$ cat config.mk
export PLATFORM = sky130hd
export DESIGN_NAME = uart_err_rx
export DESIGN_NICKNAME = d
export VERILOG_FILES = /design/src/rtl/urx_pkg.sv /design/src/rtl/urx_frame.sv /design/src/rtl/urx_fifo.sv /design/src/rtl/urx_irq.sv /design/src/rtl/uart_err_rx.sv
export SDC_FILE = /design/constraint.sdc
export NUM_CORES = 1
export LEC_CHECK = 0
export ABC_AREA = 1
export ABC_CLOCK_PERIOD_IN_PS = 3400
export BUFFER_PORTS_ARGS = -buffer_cell sky130_fd_sc_hd__clkbuf_2
export CAP_MARGIN = 5
export CORE_ASPECT_RATIO = 1.5
export CORE_MARGIN = 2
export CORE_UTILIZATION = 62
export CTS_CLUSTER_DIAMETER = 150
export DETAILED_ROUTE_END_ITERATION = 8
export PLACE_DENSITY = 0.8
export SYNTH_ARGS = -nofsm -noshare
export SYNTH_HDL_FRONTEND = slang
export SYNTH_SLANG_ARGS = --single-unit
$ cat constraint.sdc
create_clock -name clk -period 3.4 [get_ports clk]
set_clock_uncertainty 0.15 [all_clocks]
set_input_delay 0.17 -clock clk [delete_from_list [all_inputs] [get_ports clk]]
set_output_delay 0.17 -clock clk [all_outputs]
set_load 0.005 [all_outputs]
$ cat src/rtl/urx_pkg.sv
package urx_pkg;

    typedef enum logic [2:0] {
        RX_IDLE,
        RX_START,
        RX_DATA,
        RX_PARITY,
        RX_STOP1,
        RX_STOP2,
        RX_BRKWAIT
    } rx_state_e;

    typedef struct packed {
        logic       brk;
        logic       perr;
        logic       ferr;
        logic [7:0] data;
    } rx_entry_t;

    typedef struct packed {
        logic [1:0] len_sel;
        logic       par_en;
        logic       par_odd;
        logic       stop2;
    } line_cfg_t;

endpackage

$ cat src/rtl/urx_frame.sv
module urx_frame
    import urx_pkg::*;
(
    input  logic      clk,
    input  logic      rst_n,
    input  logic      tick,
    input  logic      rxd,
    input  line_cfg_t cfg,
    output logic      push,
    output rx_entry_t entry,
    output logic      busy
);

    logic       rx_m, rx_s;
    rx_state_e  state, nxt;
    logic [3:0] tcnt;
    logic [2:0] bidx;
    logic [7:0] shreg;
    logic       perr_r, seen_one, stop1_low;
    logic       mid_start, bit_end, exp_par, first_low, brk_hit;
    logic [2:0] last_idx;

    always_ff @(posedge clk or negedge rst_n) begin
        if (!rst_n) begin
            rx_m <= 1'b1;
            rx_s <= 1'b1;
        end else begin
            rx_m <= rxd;
            rx_s <= rx_m;
        end
    end

    assign mid_start = tick && (tcnt == 4'd7);
    assign bit_end   = tick && (tcnt == 4'd15);
    assign last_idx  = {1'b0, cfg.len_sel} + 3'd4;
    assign exp_par   = (^shreg) ^ cfg.par_odd;
    assign first_low = (state == RX_STOP1) ? !rx_s : stop1_low;
    assign brk_hit   = !seen_one && first_low;

    // state register
    always_ff @(posedge clk or negedge rst_n) begin
        if (!rst_n) state <= RX_IDLE;
        else        state <= nxt;
    end

    always_comb begin
        nxt = state;
        unique case (state)
            RX_IDLE:    if (!rx_s) nxt = RX_START;
            RX_START:   if (mid_start) nxt = rx_s ? RX_IDLE : RX_DATA;
            RX_DATA:    if (bit_end && bidx == last_idx)
                            nxt = cfg.par_en ? RX_PARITY : RX_STOP1;
            RX_PARITY:  if (bit_end) nxt = RX_STOP1;
            RX_STOP1:   if (bit_end)
                            nxt = cfg.stop2 ? RX_STOP2 :
                                  (brk_hit ? RX_BRKWAIT : RX_IDLE);
            RX_STOP2:   if (bit_end) nxt = brk_hit ? RX_BRKWAIT : RX_IDLE;
            RX_BRKWAIT: if (rx_s) nxt = RX_IDLE;
            default:    nxt = RX_IDLE;
        endcase
    end

    // bit timing and shift datapath
    always_ff @(posedge clk or negedge rst_n) begin
        if (!rst_n) begin
            tcnt      <= '0;
            bidx      <= '0;
            shreg     <= '0;
            perr_r    <= 1'b0;
            seen_one  <= 1'b0;
            stop1_low <= 1'b0;
        end else if (state == RX_IDLE) begin
            tcnt      <= '0;
            bidx      <= '0;
            shreg     <= '0;
            perr_r    <= 1'b0;
            seen_one  <= 1'b0;
            stop1_low <= 1'b0;
        end else begin
            if (tick) begin
                if (state == RX_START && tcnt == 4'd7) tcnt <= '0;
                else                                   tcnt <= tcnt + 4'd1;
            end
            if (state == RX_DATA && bit_end) begin
                shreg[bidx] <= rx_s;
                bidx        <= bidx + 3'd1;
                if (rx_s) seen_one <= 1'b1;
            end
            if (state == RX_PARITY && bit_end) begin
                perr_r <= (rx_s != exp_par);
                if (rx_s) seen_one <= 1'b1;
            end
            if (state == RX_STOP1 && bit_end) stop1_low <= !rx_s;
        end
    end

    // outputs
    always_comb begin
        push       = bit_end && ((state == RX_STOP1 && !cfg.stop2) ||
                                 (state == RX_STOP2));
        entry.data = shreg;
        entry.perr = perr_r;
        entry.ferr = (state == RX_STOP1) ? !rx_s : (stop1_low || !rx_s);
        entry.brk  = brk_hit;
        busy       = (state != RX_IDLE);
    end


    fstart_chk: assert property (@(posedge clk) disable iff (!rst_n)
        (state == RX_START && mid_start && rx_s) |=> (state == RX_IDLE && !push));


    brkwait_chk: assert property (@(posedge clk) disable iff (!rst_n)
        (state == RX_BRKWAIT && !rx_s) |=> !push);

endmodule

$ cat src/rtl/urx_fifo.sv
module urx_fifo
    import urx_pkg::*;
#(
    parameter int DEPTH = 32,
    localparam int PW = (DEPTH > 1) ? $clog2(DEPTH) : 1,
    localparam int CW = $clog2(DEPTH + 1)
)(
    input  logic          clk,
    input  logic          rst_n,
    input  logic          push,
    input  rx_entry_t     wr_entry,
    input  logic          pop,
    input  logic          single,
    input  logic          ovr_clr,
    output rx_entry_t     head,
    output logic [CW-1:0] count,
    output logic          overrun
);

    rx_entry_t         mem [DEPTH];
    logic [PW-1:0]     wptr, rptr;
    logic              full, pop_ok, accept;

    assign full   = single ? (count != '0) : (count == CW'(DEPTH));
    assign pop_ok = pop && (count != '0);
    assign accept = push && (!full || pop_ok);

    always_ff @(posedge clk) begin
        if (accept) mem[wptr] <= wr_entry;
    end

    always_ff @(posedge clk or negedge rst_n) begin
        if (!rst_n) begin
            wptr    <= '0;
            rptr    <= '0;
            count   <= '0;
            overrun <= 1'b0;
        end else begin
            if (accept) wptr <= (wptr == PW'(DEPTH - 1)) ? '0 : wptr + 1'b1;
            if (pop_ok) rptr <= (rptr == PW'(DEPTH - 1)) ? '0 : rptr + 1'b1;
            if (accept && !pop_ok)      count <= count + 1'b1;
            else if (!accept && pop_ok) count <= count - 1'b1;
            if (push && !accept)        overrun <= 1'b1;
            else if (ovr_clr)           overrun <= 1'b0;
        end
    end

    assign head = mem[rptr];


    count_bound_chk: assert property (@(posedge clk) disable iff (!rst_n)
        count <= CW'(DEPTH));


    ovr_set_chk: assert property (@(posedge clk) disable iff (!rst_n)
        (push && full && !pop) |=> overrun);


    ovr_keep_chk: assert property (@(posedge clk) disable iff (!rst_n)
        (push && full && !pop) |=> $stable(count));


    single_depth_chk: assert property (@(posedge clk) disable iff (!rst_n)
        (single && count <= CW'(1)) |=> (count <= CW'(1)));

endmodule

$ cat src/rtl/urx_irq.sv
module urx_irq #(
    parameter int TOUT_BITS = 32,
    localparam int TT = TOUT_BITS * 16,
    localparam int TW = $clog2(TT + 1)
)(
    input  logic       clk,
    input  logic       rst_n,
    input  logic       tick,
    input  logic       busy,
    input  logic       nonempty,
    input  logic       pop,
    input  logic       head_err,
    input  logic       overrun,
    input  logic [2:0] en,
    output logic [2:0] src,
    output logic       irq
);

    logic [TW-1:0] tcount;
    logic          tout;

    always_ff @(posedge clk or negedge rst_n) begin
        if (!rst_n) begin
            tcount <= '0;
            tout   <= 1'b0;
        end else if (pop || !nonempty) begin
            tcount <= '0;
            tout   <= 1'b0;
        end else if (busy) begin
            tcount <= '0;
        end else if (tick && !tout) begin
            if (tcount == TW'(TT - 1)) begin
                tout   <= 1'b1;
                tcount <= '0;
            end else begin
                tcount <= tcount + 1'b1;
            end
        end
    end

    always_comb begin
        src[0] = nonempty;
        src[1] = tout;
        src[2] = overrun || (nonempty && head_err);
        irq    = |(src & en);
    end


    tout_clr_chk: assert property (@(posedge clk) disable iff (!rst_n)
        pop |=> !tout);

endmodule

$ cat src/rtl/uart_err_rx.sv
module uart_err_rx
    import urx_pkg::*;
#(
    parameter int DEPTH     = 32,
    parameter int TOUT_BITS = 32,
    localparam int CW = $clog2(DEPTH + 1)
)(
    input  logic          clk,
    input  logic          rst_n,
    input  logic          tick16,
    input  logic          rxd,
    input  logic [1:0]    len_sel,
    input  logic          par_en,
    input  logic          par_odd,
    input  logic          stop2,
    input  logic          single_mode,
    input  logic          flow_en,
    input  logic [CW-1:0] rts_level,
    input  logic [2:0]    irq_en,
    input  logic          ovr_clr,
    input  logic          rd_en,
    output logic          rd_valid,
    output logic [7:0]    rd_data,
    output logic          rd_ferr,
    output logic          rd_perr,
    output logic          rd_brk,
    output logic [CW-1:0] rd_count,
    output logic          overrun,
    output logic          rts_n,
    output logic [2:0]    irq_src,
    output logic          irq
);

    line_cfg_t     cfg;
    rx_entry_t     new_entry, head;
    logic          push, busy, head_err;
    logic [CW-1:0] thr;

    assign cfg = '{len_sel: len_sel, par_en: par_en, par_odd: par_odd, stop2: stop2};

    urx_frame u_frame (
        .clk   (clk),
        .rst_n (rst_n),
        .tick  (tick16),
        .rxd   (rxd),
        .cfg   (cfg),
        .push  (push),
        .entry (new_entry),
        .busy  (busy)
    );

    urx_fifo #(.DEPTH(DEPTH)) u_fifo (
        .clk      (clk),
        .rst_n    (rst_n),
        .push     (push),
        .wr_entry (new_entry),
        .pop      (rd_en),
        .single   (single_mode),
        .ovr_clr  (ovr_clr),
        .head     (head),
        .count    (rd_count),
        .overrun  (overrun)
    );

    assign head_err = head.ferr || head.perr || head.brk;

    urx_irq #(.TOUT_BITS(TOUT_BITS)) u_irq (
        .clk      (clk),
        .rst_n    (rst_n),
        .tick     (tick16),
        .busy     (busy),
        .nonempty (rd_valid),
        .pop      (rd_en),
        .head_err (head_err),
        .overrun  (overrun),
        .en       (irq_en),
        .src      (irq_src),
        .irq      (irq)
    );

    always_comb begin
        rd_valid = (rd_count != '0);
        rd_data  = head.data;
        rd_ferr  = head.ferr;
        rd_perr  = head.perr;
        rd_brk   = head.brk;
        thr      = single_mode ? CW'(1) : rts_level;
        rts_n    = flow_en && (rd_count >= thr);
    end


    rts_off_chk: assert property (@(posedge clk) disable iff (!rst_n)
        !flow_en |-> !rts_n);

endmodule

Word-level counts from Yosys, hierarchy flattened
Memory sizes are Yosys's and may differ from the RTL's.
Cells that the tools add are included.
{"block": "op_classes", "reduce_logical": 50, "mux": 51, "n_eq_ne": 22, "n_bitwise": 2, "order_cmp": 3, "addsub": 8}
{"cell": "two-way mux 10 bit", "count": 4}
{"cell": "two-way mux 3 bit", "count": 12}
{"cell": "two-way mux 1 bit", "count": 21}
{"cell": "case mux 3 bit (7 select lines)", "count": 1}
{"cell": "logical AND 1 bit", "count": 19}
{"cell": "two-way mux 6 bit", "count": 3}
{"cell": "two-way mux 8 bit", "count": 2}
{"cell": "nonzero test 2 bit", "count": 8}
{"cell": "!= test 2 x 1 -> 1 bit (second input constant)", "count": 7}
{"cell": "two-way mux 4 bit", "count": 3}
{"cell": "adder 10 x 1 -> 10 bit (second input constant)", "count": 1}
{"cell": "adder 5 x 1 -> 5 bit (second input constant)", "count": 2}
{"cell": "equality test 10 x 9 -> 1 bit (second input constant)", "count": 1}
{"cell": "equality test 5 bit (second input constant)", "count": 2}
{"cell": "two-way mux 5 bit", "count": 2}
{"cell": "equality test 3 bit (second input constant)", "count": 3}
{"cell": "bitwise mux 8 bit", "count": 1}
{"cell": "logical NOT 1 bit", "count": 8}
{"cell": "parity 8 bit", "count": 1}
{"cell": "logical OR 1 bit", "count": 7}
{"cell": "AND reduction 7 bit", "count": 1}
{"cell": "adder 6 x 1 -> 6 bit (second input constant)", "count": 1}
{"cell": "equality test 3 x 2 -> 1 bit (second input constant)", "count": 2}
{"cell": "equality test 6 bit (second input constant)", "count": 1}
{"cell": "other kinds (22)", "count": 23}
{"block": "totals", "ramBits": 352, "inputBits": 22, "mem_count": 1, "wordCells": 152, "ff_bits": 51}
{"memory": "u_fifo.mem", "depth": 32, "word_bits": 11, "rd": 1, "rd_ports_with_merged_regs": 0, "wr": 1, "line": "urx_fifo.sv:20", "text": "rx_entry_t mem [DEPTH];"}

Logic depth before layout (Yosys ltp)
{"block": "logic_depth", "depth_word": 9, "mapped_depth": 21, "mapped_depth_nobuf": 20}

By module
Synthesis repeated with hierarchy kept, for this count alone.
{"block": "unflattened", "cells_unflattened": 1887, "hier_area_um2": 18604.1}
{"mod": "urx_fifo", "cells_per_inst": 1534, "seq_area_each_um2": 10995.5, "n_inst": 1, "area_per_inst_um2": 16087.9}
{"mod": "urx_frame", "cells_per_inst": 215, "seq_area_each_um2": 578.1, "n_inst": 1, "area_per_inst_um2": 1551.5}
{"mod": "urx_irq", "cells_per_inst": 101, "seq_area_each_um2": 275.3, "n_inst": 1, "area_per_inst_um2": 755.7}
{"mod": "uart_err_rx", "cells_per_inst": 37, "seq_area_each_um2": 0.0, "n_inst": 1, "area_per_inst_um2": 209.0}

Least setup slack after synthesis
OpenSTA, ideal clock, no wires.
{"block": "synth_timing", "path_type": "register to register", "from": "register u_fifo.count[3]", "to": "register u_fifo.count[5]", "period_less_slack_ns": 2.942, "path_stages_with_launch": 20, "setup_slack_ns": 0.458, "n_path_buf": 1, "setup_time_ns": 0.079, "arrival_ns": 2.713, "required_time_ns": 3.171, "cell_sequence": "dfrtp_1 > nor3_2 > nand4_2 > nand2_2 > inv_2 > nand2_1 > nand2_1 > inv_2 > buf_6 > ha_1 > inv_1 > ha_1 > nand3_1 > nand3_1 > nand2_1 > nand2_1 > a21oi_1 > o21ai_0 > a21oi_1 > xor2_1"}
{"block": "synth_via", "elab_chain_len": 8}
{"item": "from (decl)", "line": "urx_fifo.sv:16", "text": "output logic [CW-1:0] count,"}
{"item": "from (signal assigned)", "line": "urx_fifo.sv:41", "text": "if (accept && !pop_ok) count <= count + 1'b1;"}
{"item": "from (signal assigned)", "line": "urx_fifo.sv:42", "text": "else if (!accept && pop_ok) count <= count - 1'b1;"}
{"item": "nonzero test 6 bit (*)"}
{"item": "net rd_valid", "line": "uart_err_rx.sv:22", "text": "output logic rd_valid,"}
{"item": "two-way mux 1 bit", "line": "urx_fifo.sv:24", "text": "assign full = single ? (count != '0) : (count == CW'(DEPTH));"}
{"item": "logical NOT 1 bit", "line": "urx_fifo.sv:26", "text": "assign accept = push && (!full || pop_ok);"}
{"item": "logical OR 1 bit (*)", "line": "urx_fifo.sv:26"}
{"item": "logical AND 1 bit (*)", "line": "urx_fifo.sv:26"}
{"item": "net u_fifo.accept", "line": "urx_fifo.sv:22", "text": "logic full, pop_ok, accept;"}
{"item": "logical NOT 1 bit", "line": "urx_fifo.sv:42"}
{"item": "logical AND 1 bit", "line": "urx_fifo.sv:42"}
{"item": "nonzero test 2 bit (no line)"}
The timed path passes the listed nets; every way through them passes the cells marked *. The select of a mux whose other input is x is not followed.
A chain may end at the register's enable or synchronous reset.

Final worst setup path
{"block": "layout_timing", "from": "register u_fifo.rptr[2]", "to": "output rd_data[5]"}
{"block": "layout_via", "elab_chain_len": 1}
{"item": "from (decl)", "line": "urx_fifo.sv:21", "text": "logic [PW-1:0] wptr, rptr;"}
{"item": "from (signal assigned)", "line": "urx_fifo.sv:40", "text": "if (pop_ok) rptr <= (rptr == PW'(DEPTH - 1)) ? '0 : rptr + 1'b1;"}
{"item": "memory (32 x 11 bit)"}
{"item": "to (decl)", "line": "uart_err_rx.sv:23", "text": "output logic [7:0] rd_data,"}
No other way between the ends.

==> impl.org <==
** Clock tree
- Count of H-tree levels built during CTS :: 2
- Clock-pin slew was measured on the worst setup and hold paths at 0.06 ns.
- The tree is rooted in a sky130_fd_sc_hd__clkbuf_16.
- Clock Path Buffers :: 3
- Clock latency on the worst-skew pair, taken at its later pin, is 0.53 ns.
- Number of clock sinks seen by CTS :: 403
- Clock tree from TritonCTS :: built
- Clock tree synthesis inserted a total of 36 buffers.

** Logic synthesis
- Count of flip-flops with a built-in enable after synthesis :: 352
- Post-Syn Instances :: 1494
- After synthesis, the most frequently instantiated cells are sky130_fd_sc_hd__edfxtp_1 (352), sky130_fd_sc_hd__nand2_1 (243), sky130_fd_sc_hd__nor2_1 (206), sky130_fd_sc_hd__o21ai_0 (151), sky130_fd_sc_hd__nand3_1 (89).
- Top cells by area, synth :: sky130_fd_sc_hd__edfxtp_1 (61%), sky130_fd_sc_hd__dfrtp_1 (7.1%), sky130_fd_sc_hd__nand2_1 (5.3%), sky130_fd_sc_hd__nor2_1 (4.5%), sky130_fd_sc_hd__o21ai_0 (4.4%)
- Most frequently used flop master after synthesis :: sky130_fd_sc_hd__edfxtp_1
- For this run, the register share of the synthesized area comes to 68.6%.
- After synthesis, the netlist uses 49 different library cells.
- For this run, the number of Yosys warnings is 0.
- Among all cell types in the netlist, the one instantiated most often is sky130_fd_sc_hd__edfxtp_1.
- The synthesized netlist occupies a cell area of 17300 sq um.
- Ys async rst share :: 12.7%
- Average instance area after synthesis :: 11.6 sq um
- The synthesized design contains 403 register bits.
- Of the post-synthesis cell area, the dominant cell type holds 61.2%.
- Mapped Nets :: 1538
- The largest total area in the synthesized netlist belongs to sky130_fd_sc_hd__edfxtp_1.

** STA
- Total negative slack :: 0 ns
- The number of endpoints with negative hold slack in the final report is 0.
- Unrepaired setup endpoints after global routing :: no
- Setup violations remaining at the end of the flow were counted as 0.
- Top achievable clock speed :: 310 MHz
- Least-Margin Pin Slew :: 0.774 ns
- Final cycle utilization of the critical path :: 94.9%
- After layout, the minimum clock period comes to 3.23 ns.
- Headroom to the max-slew limit came out at 48.4%.
- Pins over their slew limit :: 0

** Power and ir drop
- Largest vdd supply drop :: 0.000576 V
- Power density over cell area :: 745 nW/um^2
- In this run the static leakage power is 7.44 nW.

** Placed design
- Routability Congestion :: 0.919
- Count of input and output buffers :: 45
- Final HPWL from detailed placement :: 24900 um
- Number of instances in the placed design :: 1865

** Hold path
- Type of the tightest min-delay check :: in2reg
- Number of cells on the worst hold path :: 6

** Outcome
- Status :: complete, no violations

** Critical path
- The critical path in this run is classified as reg2out.
- STA puts the critical path data arrival time at 2.91 ns.
- Path depth of the worst reg2reg path :: 18
- The worst setup path is captured at an output pin.
- Biggest fanout along the worst timing path :: 32
- Worst endpoint required time :: 3.08 ns
- STA classifies the critical path startpoint as a flip-flop.

** Job
- Total of max-cap violations :: 0

** Layout
- 0 antenna diodes ended up in the layout.
- Cells fill 70.4% of the core in the end.
- Non-filler instance count after layout :: 1941
- Number of nets in the final layout :: 1618
- Share of final-layout standard cells stronger than drive strength 1 :: 12.3%
- Area Growth Syn to Fin :: 11.4%
- After filler insertion, the fill cell instance count of the layout stands at 1738.

** Routing
- Drc violations :: 0
- Vias :: 11832
- The routed design has 40200 um of wire.
- In the routed layout, each cell is associated on average with a via count of 6.10.
- Routed length per instance :: 20.7 um
- The first TritonRoute pass finished after 6 iterations.
- Once detail routing completed, the nets flagged for antenna violations numbered 0.
- The first routing iteration left 1427 violations.

** Floorplanning
- The die is 140 um wide.
- The initial utilization of the core area, before any placement, comes to 63.2%.
- The total area inside the core boundary comes to 27300 sq um.
- Top Ports :: 46
- The die covers 29200 sq um.
- Num rows :: 74
- Measured along the y axis, the die boundary spans 208 um.

** Global routing
- Global-route wire length before repair :: 62000 um
- For this run the aggregate overflow at the end of global routing stands at 0.
- Initial antenna violation count :: 0
- Across every metal layer, demand over resource in global routing totals 27.7%.
- Number of global-route vias before repair :: 11433
- Entering global routing, the biggest net connects 93 pins.
critical path: stages (launching register included):
cell,delay [ns]
sky130_fd_sc_hd__dfrtp_1,0.45
sky130_fd_sc_hd__buf_4,0.29
sky130_fd_sc_hd__inv_1,0.48
sky130_fd_sc_hd__o221ai_1,0.32
sky130_fd_sc_hd__nand3_1,0.23
sky130_fd_sc_hd__nand3_1,0.13
sky130_fd_sc_hd__o21ai_1,0.28
sky130_fd_sc_hd__inv_1,0.07
sky130_fd_sc_hd__clkbuf_2,0.12
per-layer routing:
layer  part of all wire, %  up-vias  track usage, %
met5                     0        -               0
li1                      -     5448               -
met4                   5.2        0            13.2
met2                    52      576            49.2
met3                   7.0      114            3.91
met1                    35     5694            33.4
through the flow:
stage | hold WS (ns) | setup slack [ns] | instance area (sq um) | power, mW
6_report | 0.0817 | 0.174 | 19200 | 14.3
3_3_place_gp | 0.110 | 0.278 | 18000 | 10.2
5_1_grt | 0.128 | 0.00272 | 19200 | 15.0
4_1_cts | 0.0717 | 0.0962 | 19200 | 14.2
2_1_floorplan | -0.276 | 0.458 | 17300 | 8.93
3_5_place_dp | 0.110 | 0.251 | 18000 | 10.3
placed cells by master, fill, tap and decap left out, types with 3 or more instances in the layout:
| cell | count |
|---|---|
| sky130_fd_sc_hd__o21ai_1 | 27 |
| sky130_fd_sc_hd__dfrtp_1 | 46 |
| sky130_fd_sc_hd__clkinv_1 | 15 |
| sky130_fd_sc_hd__o211ai_1 | 6 |
| sky130_fd_sc_hd__nor3_1 | 13 |
| sky130_fd_sc_hd__inv_2 | 7 |
| sky130_fd_sc_hd__buf_4 | 60 |
| sky130_fd_sc_hd__buf_12 | 4 |
| sky130_fd_sc_hd__clkbuf_2 | 45 |
| sky130_fd_sc_hd__xor2_1 | 10 |
| sky130_fd_sc_hd__o21ai_0 | 151 |
| sky130_fd_sc_hd__nor2_1 | 206 |
| sky130_fd_sc_hd__edfxtp_1 | 352 |
| sky130_fd_sc_hd__clkbuf_1 | 5 |
| sky130_fd_sc_hd__or2_2 | 3 |
| sky130_fd_sc_hd__nand2_2 | 8 |
| sky130_fd_sc_hd__nand2_1 | 243 |
| sky130_fd_sc_hd__o221ai_1 | 26 |
| sky130_fd_sc_hd__clkbuf_16 | 36 |
| sky130_fd_sc_hd__nor2_2 | 5 |
| sky130_fd_sc_hd__o22ai_1 | 42 |
| sky130_fd_sc_hd__xnor2_1 | 7 |
| sky130_fd_sc_hd__ha_1 | 21 |
| sky130_fd_sc_hd__nand3_1 | 89 |
| sky130_fd_sc_hd__bufinv_16 | 4 |
| sky130_fd_sc_hd__a21oi_1 | 23 |
| sky130_fd_sc_hd__dlygate4sd3_1 | 9 |
| sky130_fd_sc_hd__inv_1 | 85 |
| sky130_fd_sc_hd__nand4_1 | 16 |
final timing paths:
path	start	to	slack [ns]
min in group asynchronous	rst_n	u_frame.bidx[2]	0.10
min	par_odd	u_frame.perr_r	0.08
max in group asynchronous	rst_n	u_fifo.count[4]	2.16
min reg2reg	u_frame.rx_m	u_frame.rx_s	0.21
max	u_fifo.rptr[2]	rd_data[5]	0.17
max reg2reg	u_fifo.count[4]	u_fifo.count[5]	0.29
sequential cells by signal, indices dropped and copies added (netlist names):
| register | cells |
|---|---|
| u_fifo.mem | 352 |
| u_irq.tcount | 10 |
| u_frame.shreg | 8 |
| u_fifo.count | 6 |
| u_fifo.rptr | 5 |
| u_fifo.wptr | 5 |
| u_frame.tcnt | 4 |
| u_frame.bidx | 3 |
| u_frame.state | 3 |
| u_fifo.overrun | 1 |
| u_frame.perr_r | 1 |
| u_frame.rx_m | 1 |
| u_frame.rx_s | 1 |
| u_frame.seen_one | 1 |
| u_frame.stop1_low | 1 |
| u_irq.tout | 1 |
report_power, final:
part           switching [mW]  internal, mW  leakage [nW]
clock                    1.68          2.25         0.543
sequential              0.192          5.44          3.99
combinational            3.25          1.52          2.90
cell type report:
class,count,area [sq um],share of cell area [%]
clock inverters,22,208,1.08
inverters,95,370,1.93
multi-input cells,920,4610,24.0
repair buffers,118,846,4.40
flip-flops and latches,403,11900,61.6
clock buffers,41,920,4.78
well taps,342,428,2.22
logic make-up after synthesis:
family	synth area share (%)
xor+xnor	0.862
mux	0.130
simple gates	14.4
compound gates	9.53
flops	68.6
buf+inv	4.83
fa+ha+maj	1.64
repair_timing:
action / CTS / global route
gates resized for setup: 1 / 6
pin swaps: 0 / 2
endpoints found under the setup margin: 1 / 2
hold buffers: 9 / 0
endpoints found under the hold margin: 41 / 0
gates cloned: 0 / 0
setup buffers: 0 / 4
No activity file was read; power rests on OpenSTA's default activity.
